[src/rtl/msi_ring_capture.sv]
module msi_ring_capture (
  input  logic         clk,
  input  logic         rst_n,
  input  logic         msi_valid,
  input  logic [31:0]  msi_data,
  input  logic         reg_we,
  input  logic [2:0]   reg_addr,
  input  logic [31:0]  reg_wdata,
  output logic [31:0]  reg_rdata,
  output logic         mem_wr_valid,
  output logic [63:0]  mem_wr_addr,
  output logic [127:0] mem_wr_data,
  output logic         irq
);
  localparam logic [31:0] ENTRY_BYTES = 32'd16;
  localparam logic [31:0] MIN_RING    = 32'h8000;

  logic        en, full_ie, irq_ie, stop_ie, ovf;
  logic [1:0]  szc;
  logic [63:0] base;
  logic [31:0] rd_off, wr_off;

  logic [31:0] ring_bytes, mask, wr_m, rd_m;
  logic        full, pending, take, drop;

  assign ring_bytes = MIN_RING << szc;
  assign mask       = (ring_bytes - 32'd1) & ~32'hF;
  assign wr_m       = wr_off & mask;
  assign rd_m       = rd_off & mask;
  assign full       = ((wr_m + ENTRY_BYTES) & mask) == rd_m;
  assign pending    = wr_m != rd_m;
  assign take       = msi_valid && en && !(full && stop_ie);
  assign drop       = msi_valid && en && full && stop_ie;
  assign irq        = (irq_ie && pending) || (en && full_ie && full);

  always_comb begin
    case (reg_addr)
      3'd0:    reg_rdata = {16'b0, ovf, 5'b0, szc, 3'b0, stop_ie, irq_ie, 1'b0, full_ie, en};
      3'd3:    reg_rdata = base[63:32];
      3'd4:    reg_rdata = base[31:0];
      3'd5:    reg_rdata = rd_off;
      3'd6:    reg_rdata = wr_off;
      default: reg_rdata = 32'b0;
    endcase
  end

  always_ff @(posedge clk) begin
    if (!rst_n) begin
      {en, full_ie, irq_ie, stop_ie, ovf} <= '0;
      szc          <= '0;
      base         <= '0;
      rd_off       <= '0;
      wr_off       <= '0;
      mem_wr_valid <= 1'b0;
      mem_wr_addr  <= '0;
      mem_wr_data  <= '0;
    end else begin
      if (reg_we) begin
        case (reg_addr)
          3'd0: begin
            en      <= reg_wdata[0];
            full_ie <= reg_wdata[1];
            irq_ie  <= reg_wdata[3];
            stop_ie <= reg_wdata[4];
            szc     <= reg_wdata[9:8];
          end
          3'd3:    base[63:32] <= reg_wdata;
          3'd4:    base[31:0]  <= reg_wdata;
          3'd5:    rd_off      <= {reg_wdata[31:4], 4'b0};
          default: ;
        endcase
      end
      if (drop) ovf <= 1'b1;
      else if (reg_we && reg_addr == 3'd0 && reg_wdata[15]) ovf <= 1'b0;

      if (!en)       wr_off <= '0;
      else if (take) wr_off <= wr_off + ENTRY_BYTES;

      mem_wr_valid <= take;
      if (take) begin
        mem_wr_addr <= base + {32'b0, wr_m};
        mem_wr_data <= {112'b0, msi_data[15:0]};
      end
    end
  end

  a_r3_write_follows_take: assert property (@(posedge clk) disable iff (!rst_n)
    (msi_valid && en && !(full && stop_ie)) |=> mem_wr_valid);
  a_r4_step_sixteen: assert property (@(posedge clk) disable iff (!rst_n)
    mem_wr_valid |-> wr_off == $past(wr_off) + 32'd16);
  a_r5_addr_in_ring: assert property (@(posedge clk) disable iff (!rst_n)
    mem_wr_valid |-> (mem_wr_addr - $past(base)) < {32'b0, $past(ring_bytes)});
  a_r7_drop_sets_ovf: assert property (@(posedge clk) disable iff (!rst_n)
    (msi_valid && en && full && stop_ie) |=> (!mem_wr_valid && ovf && $stable(wr_off)));
  a_r10_idle_zero: assert property (@(posedge clk) disable iff (!rst_n)
    !en |=> (wr_off == 32'b0 && !mem_wr_valid));
  a_r2_aligned: assert property (@(posedge clk) disable iff (!rst_n)
    (rd_off[3:0] == 4'b0) && (wr_off[3:0] == 4'b0));
endmodule

[config.mk]
export PLATFORM = sky130hd
export DESIGN_NAME = msi_ring_capture
export DESIGN_NICKNAME = d
export VERILOG_FILES = /design/src/rtl/msi_ring_capture.sv
export SDC_FILE = /design/constraint.sdc
export NUM_CORES = 1
export LEC_CHECK = 0
export BUFFER_PORTS_ARGS = -buffer_cell sky130_fd_sc_hd__buf_2
export CAP_MARGIN = 20
export CELL_PAD_IN_SITES_DETAIL_PLACEMENT = 1
export CELL_PAD_IN_SITES_GLOBAL_PLACEMENT = 1
export CORE_MARGIN = 2
export CORE_UTILIZATION = 35
export CTS_CLUSTER_SIZE = 40
export DETAILED_ROUTE_END_ITERATION = 10
export GPL_ROUTABILITY_DRIVEN = 1
export GPL_TIMING_DRIVEN = 0
export PLACE_DENSITY_LB_ADDON = 0.3
export RECOVER_POWER = 50
export SYNTH_ARGS = -nofsm -noshare
export SYNTH_HDL_FRONTEND = slang
export SYNTH_SLANG_ARGS = --single-unit
[constraint.sdc]
create_clock -name clk -period 10.15 [get_ports clk]
set_clock_uncertainty 0.1 [all_clocks]
set_input_delay 0.5075 -clock clk [delete_from_list [all_inputs] [get_ports clk]]
set_output_delay 0.5075 -clock clk [all_outputs]
set_load 0.03 [all_outputs]
==> impl_summary.log <==
INFO  metric outcome = completed
INFO  metric gr-max-usage-layer = met2
INFO  metric cts.root.buffer_cell = sky130_fd_sc_hd__clkbuf_16
INFO  metric dp.cells = 2349
INFO  metric synth-main-ff-cell = sky130_fd_sc_hd__dfxtp_1
INFO  metric hp-class = primary input to flop
INFO  metric worst_skew_pair.late_latency = 560 ps
INFO  metric dp_hpwl = 37.7 mm
INFO  metric critPathMaxStageDelay = 780 ps
INFO  metric route.detailed.wl_per_inst = 19.8 µm
INFO  metric floorplan.rows = 68
INFO  metric postPlaceCellArea = 14100 µm²
INFO  metric cts_hold_repair.buffers = 0
INFO  metric dr.pass1.iters = 5
INFO  metric global_route.overflow_total = 0
INFO  metric areaGrowthSynthToFinish = 21.3%
INFO  metric cts-buffers-inserted = 26
INFO  metric layout-drive-gt1-share = 0.139
INFO  metric yosys.area.top_type_share = 0.340
INFO  metric cap_violations = 0
INFO  metric gr-usage-all-layers = 0.255
INFO  metric synth.largest_area_cell = sky130_fd_sc_hd__dfxtp_1
INFO  metric power.ir.vdd_worst = 0.123 mV
INFO  metric cts_tree = done
INFO  metric port_buffers = 167
INFO  metric synth_common_cells = 331 x sky130_fd_sc_hd__nand2_1, 210 x sky130_fd_sc_hd__a21oi_1, 208 x sky130_fd_sc_hd__dfxtp_1, 120 x sky130_fd_sc_hd__buf_4, 89 x sky130_fd_sc_hd__clkbuf_1
INFO  metric detailedPlace.worstSlack = 5200 ps
INFO  metric pwr_density_cell = 136 nW/µm²
INFO  metric crit_path_start_kind = flop
INFO  metric number_of_standard_cells_after_synthesis = 1613
INFO  metric synth_sequential_area_ratio = 0.340
INFO  metric synthArstFlopShare = 0
INFO  metric finish.cell_count_without_fillers = 2395
INFO  metric timing_max_transition_violations_final = 0
INFO  metric timing.setup.tns = 0 ps
INFO  metric yosysWarnings = 0
INFO  metric vias = 12.4k
INFO  metric ctsHtreeMaxLevel = 1
INFO  metric detail_route.vias_per_cell = 5.17
INFO  metric slew_headroom = 0.201
INFO  metric critPathKind = flop to flop
INFO  metric global_route.usage.met1 = 0.336
INFO  metric synthesis.area = 12200 µm²
INFO  metric cts.clk_slew.worst_paths = 60 ps
INFO  metric cts_resized = 0
INFO  metric required = 10530 ps
INFO  metric layout_worst_path_cycle_share = 0.507
INFO  metric critPathCaptureType = flop
INFO  metric period_needed = 5150 ps
INFO  metric routability_congestion_estimate = 0.945
INFO  metric grt_antenna_before_repair = 0
INFO  metric grt_util_met2 = 0.436
INFO  metric top_level_ports = 297
INFO  metric final_nets = 2025
INFO  metric finalSetupViolCount = 0
INFO  metric avgSynthCellArea = 7.59 µm²
INFO  metric floorplan.die_area = 36500 µm²
INFO  metric timing.critical_path.mode_cell = sky130_fd_sc_hd__ha_1
INFO  metric cts_setup_buffers = 0
INFO  metric grt_first_pass_wirelength = 72.2 mm
INFO  metric synth.top_cells.by_area = sky130_fd_sc_hd__dfxtp_1 34%, sky130_fd_sc_hd__nand2_1 10%, sky130_fd_sc_hd__a21oi_1 8.6%, sky130_fd_sc_hd__buf_4 7.4%, sky130_fd_sc_hd__xnor2_1 4.9%
INFO  metric p_total = 2.02 mW
INFO  metric synth_enable_flop_cells = 0
INFO  metric power.leakage = 5.87 nW
INFO  metric yosys_register_bits = 208
INFO  metric clock.fmax = 194 MHz
INFO  metric setup_repair_after_global_routing_missed_its_margin = no
INFO  metric yosys.cell_types.count = 66
INFO  metric path_cells = clkbuf_2 > nor2_1 > inv_1 > ha_1 > nor2b_1 > and2_1 > ha_1 > a211oi_1 > o211ai_1 > a221oi_1 > nand3_1 > a211oi_2 > buf_2 > xnor2_1 > nand2_1 > a21oi_1
INFO  metric synth.most_common_cell = sky130_fd_sc_hd__nand2_1
INFO  metric initial_core_util = 0.355
INFO  metric worstPathArrival = 5530 ps
INFO  metric global_route.usage.met3 = 0.0259
INFO  metric worst_slew_pin_slew = 1190 ps
INFO  metric final.setup.worst_slack = 5000 ps
INFO  metric grt_pass1_vias = 12.3k
INFO  metric core = 34500 µm²
INFO  metric n_antenna_cell = 0
INFO  metric drt_wl_total = 47.5 mm
INFO  metric final-hold-violation-count = 0
INFO  metric drtAntennaViolNets = 0
INFO  metric chipWidth = 191 µm
INFO  metric dr.first_iter.drc_count = 851
INFO  metric worst_path_max_delay_cell = sky130_fd_sc_hd__a211oi_2
INFO  metric worstPathMaxFanout = 10
INFO  metric drc_errors = 0
INFO  metric grt_start_max_net_pins = 15
INFO  metric timing.hold.ws = 82.6 ps
INFO  metric layout.cell_area.non_filler = 14800 µm²
INFO  metric die_span_y = 191 µm
INFO  metric cts_max_path_buffers = 3
INFO  metric post-route-util = 0.431
INFO  metric tritoncts_num_sinks = 208
INFO  metric layout.filler_cells = 4473
## final cells by class
| class | instances | area [µm²] | area share |
|---|---|---|---|
| buffer | 225 | 1310 | 0.0883 |
| clock buffer | 37 | 732 | 0.0493 |
| clock inverter | 9 | 149 | 0.0100 |
| inverter | 22 | 82.6 | 0.00556 |
| multi-input combinational | 1272 | 7110 | 0.479 |
| sequential | 208 | 4160 | 0.281 |
| tap | 455 | 569 | 0.0384 |
| timing repair buffer | 167 | 731 | 0.0492 |
## logic make-up after synthesis
logic type / after synthesis / synth area share
and+or+nand+nor: 611 / 0.227
DFF: 208 / 0.340
xor gates and xnor gates: 97 / 0.0694
buffers and inverters: 247 / 0.114
AOI/OAI and AO/OA: 402 / 0.203
other: 1 / 0.000306
muxes: 15 / 0.0124
adders and majority gates: 32 / 0.0333
## power by group
part           total, mW  switching, mW  internal [mW]
clock network      0.969          0.391          0.579
logic              0.210          0.147         0.0635
registers          0.841         0.0138          0.827
## registers in the layout, indices dropped and copies added, names as in the netlist
register      flops
en                1
irq_ie            1
ovf               1
wr_off           28
rd_off           28
full_ie           1
stop_ie           1
mem_wr_addr      64
base             64
mem_wr_valid      1
mem_wr_data      16
szc               2
## path summary, 6_finish.rpt
path | start | end | slack [ps] | cells past startpoint
min reg2reg | mem_wr_addr[22] | mem_wr_addr[22] | 350 | 2
max | szc[0] | mem_wr_addr[32] | 5000 | 16
max reg2reg | szc[0] | mem_wr_addr[32] | 5000 | 16
min | msi_data[8] | mem_wr_data[8] | 80 | 3
## cell usage in the layout, fill, tap and decap left out, types with 13 or more instances in the layout
cell and n:
sky130_fd_sc_hd__a22o_1 27, sky130_fd_sc_hd__nand2_1 331, sky130_fd_sc_hd__nand3_1 39, sky130_fd_sc_hd__clkbuf_1 182, sky130_fd_sc_hd__buf_4 120, sky130_fd_sc_hd__nor2_1 74
sky130_fd_sc_hd__dfxtp_1 208, sky130_fd_sc_hd__xor2_1 29, sky130_fd_sc_hd__clkbuf_16 26, sky130_fd_sc_hd__a21oi_1 210, sky130_fd_sc_hd__xnor2_1 68, sky130_fd_sc_hd__buf_2 95
sky130_fd_sc_hd__nor4_1 20, sky130_fd_sc_hd__ha_1 31, sky130_fd_sc_hd__o21ai_0 54, sky130_fd_sc_hd__inv_1 22, sky130_fd_sc_hd__nor3_1 30, sky130_fd_sc_hd__conb_1 115
sky130_fd_sc_hd__mux2i_1 14, sky130_fd_sc_hd__and3_1 13, sky130_fd_sc_hd__a221o_1 24, sky130_fd_sc_hd__and2_1 17, sky130_fd_sc_hd__nand4_1 24
## metal layers
| metal | up-vias | part of all wire | wire length, µm |
|---|---|---|---|
| met3 | 85 | 0.046 | 2180 |
| met5 | - | 0 | 0 |
| li1 | 5996 | - | - |
| met1 | 5958 | 0.45 | 21200 |
| met2 | 342 | 0.47 | 22500 |
| met4 | 0 | 0.034 | 1610 |
## worst max-delay path: cells and delay by family (launching register included)
kind	cells	cell delay, ps
compound gates	5	2120
xor+xnor	1	340
fa+ha+maj	2	410
buf+inv	3	670
flops	1	300
simple gates	5	1110
Power figures use the tool's default switching activity.
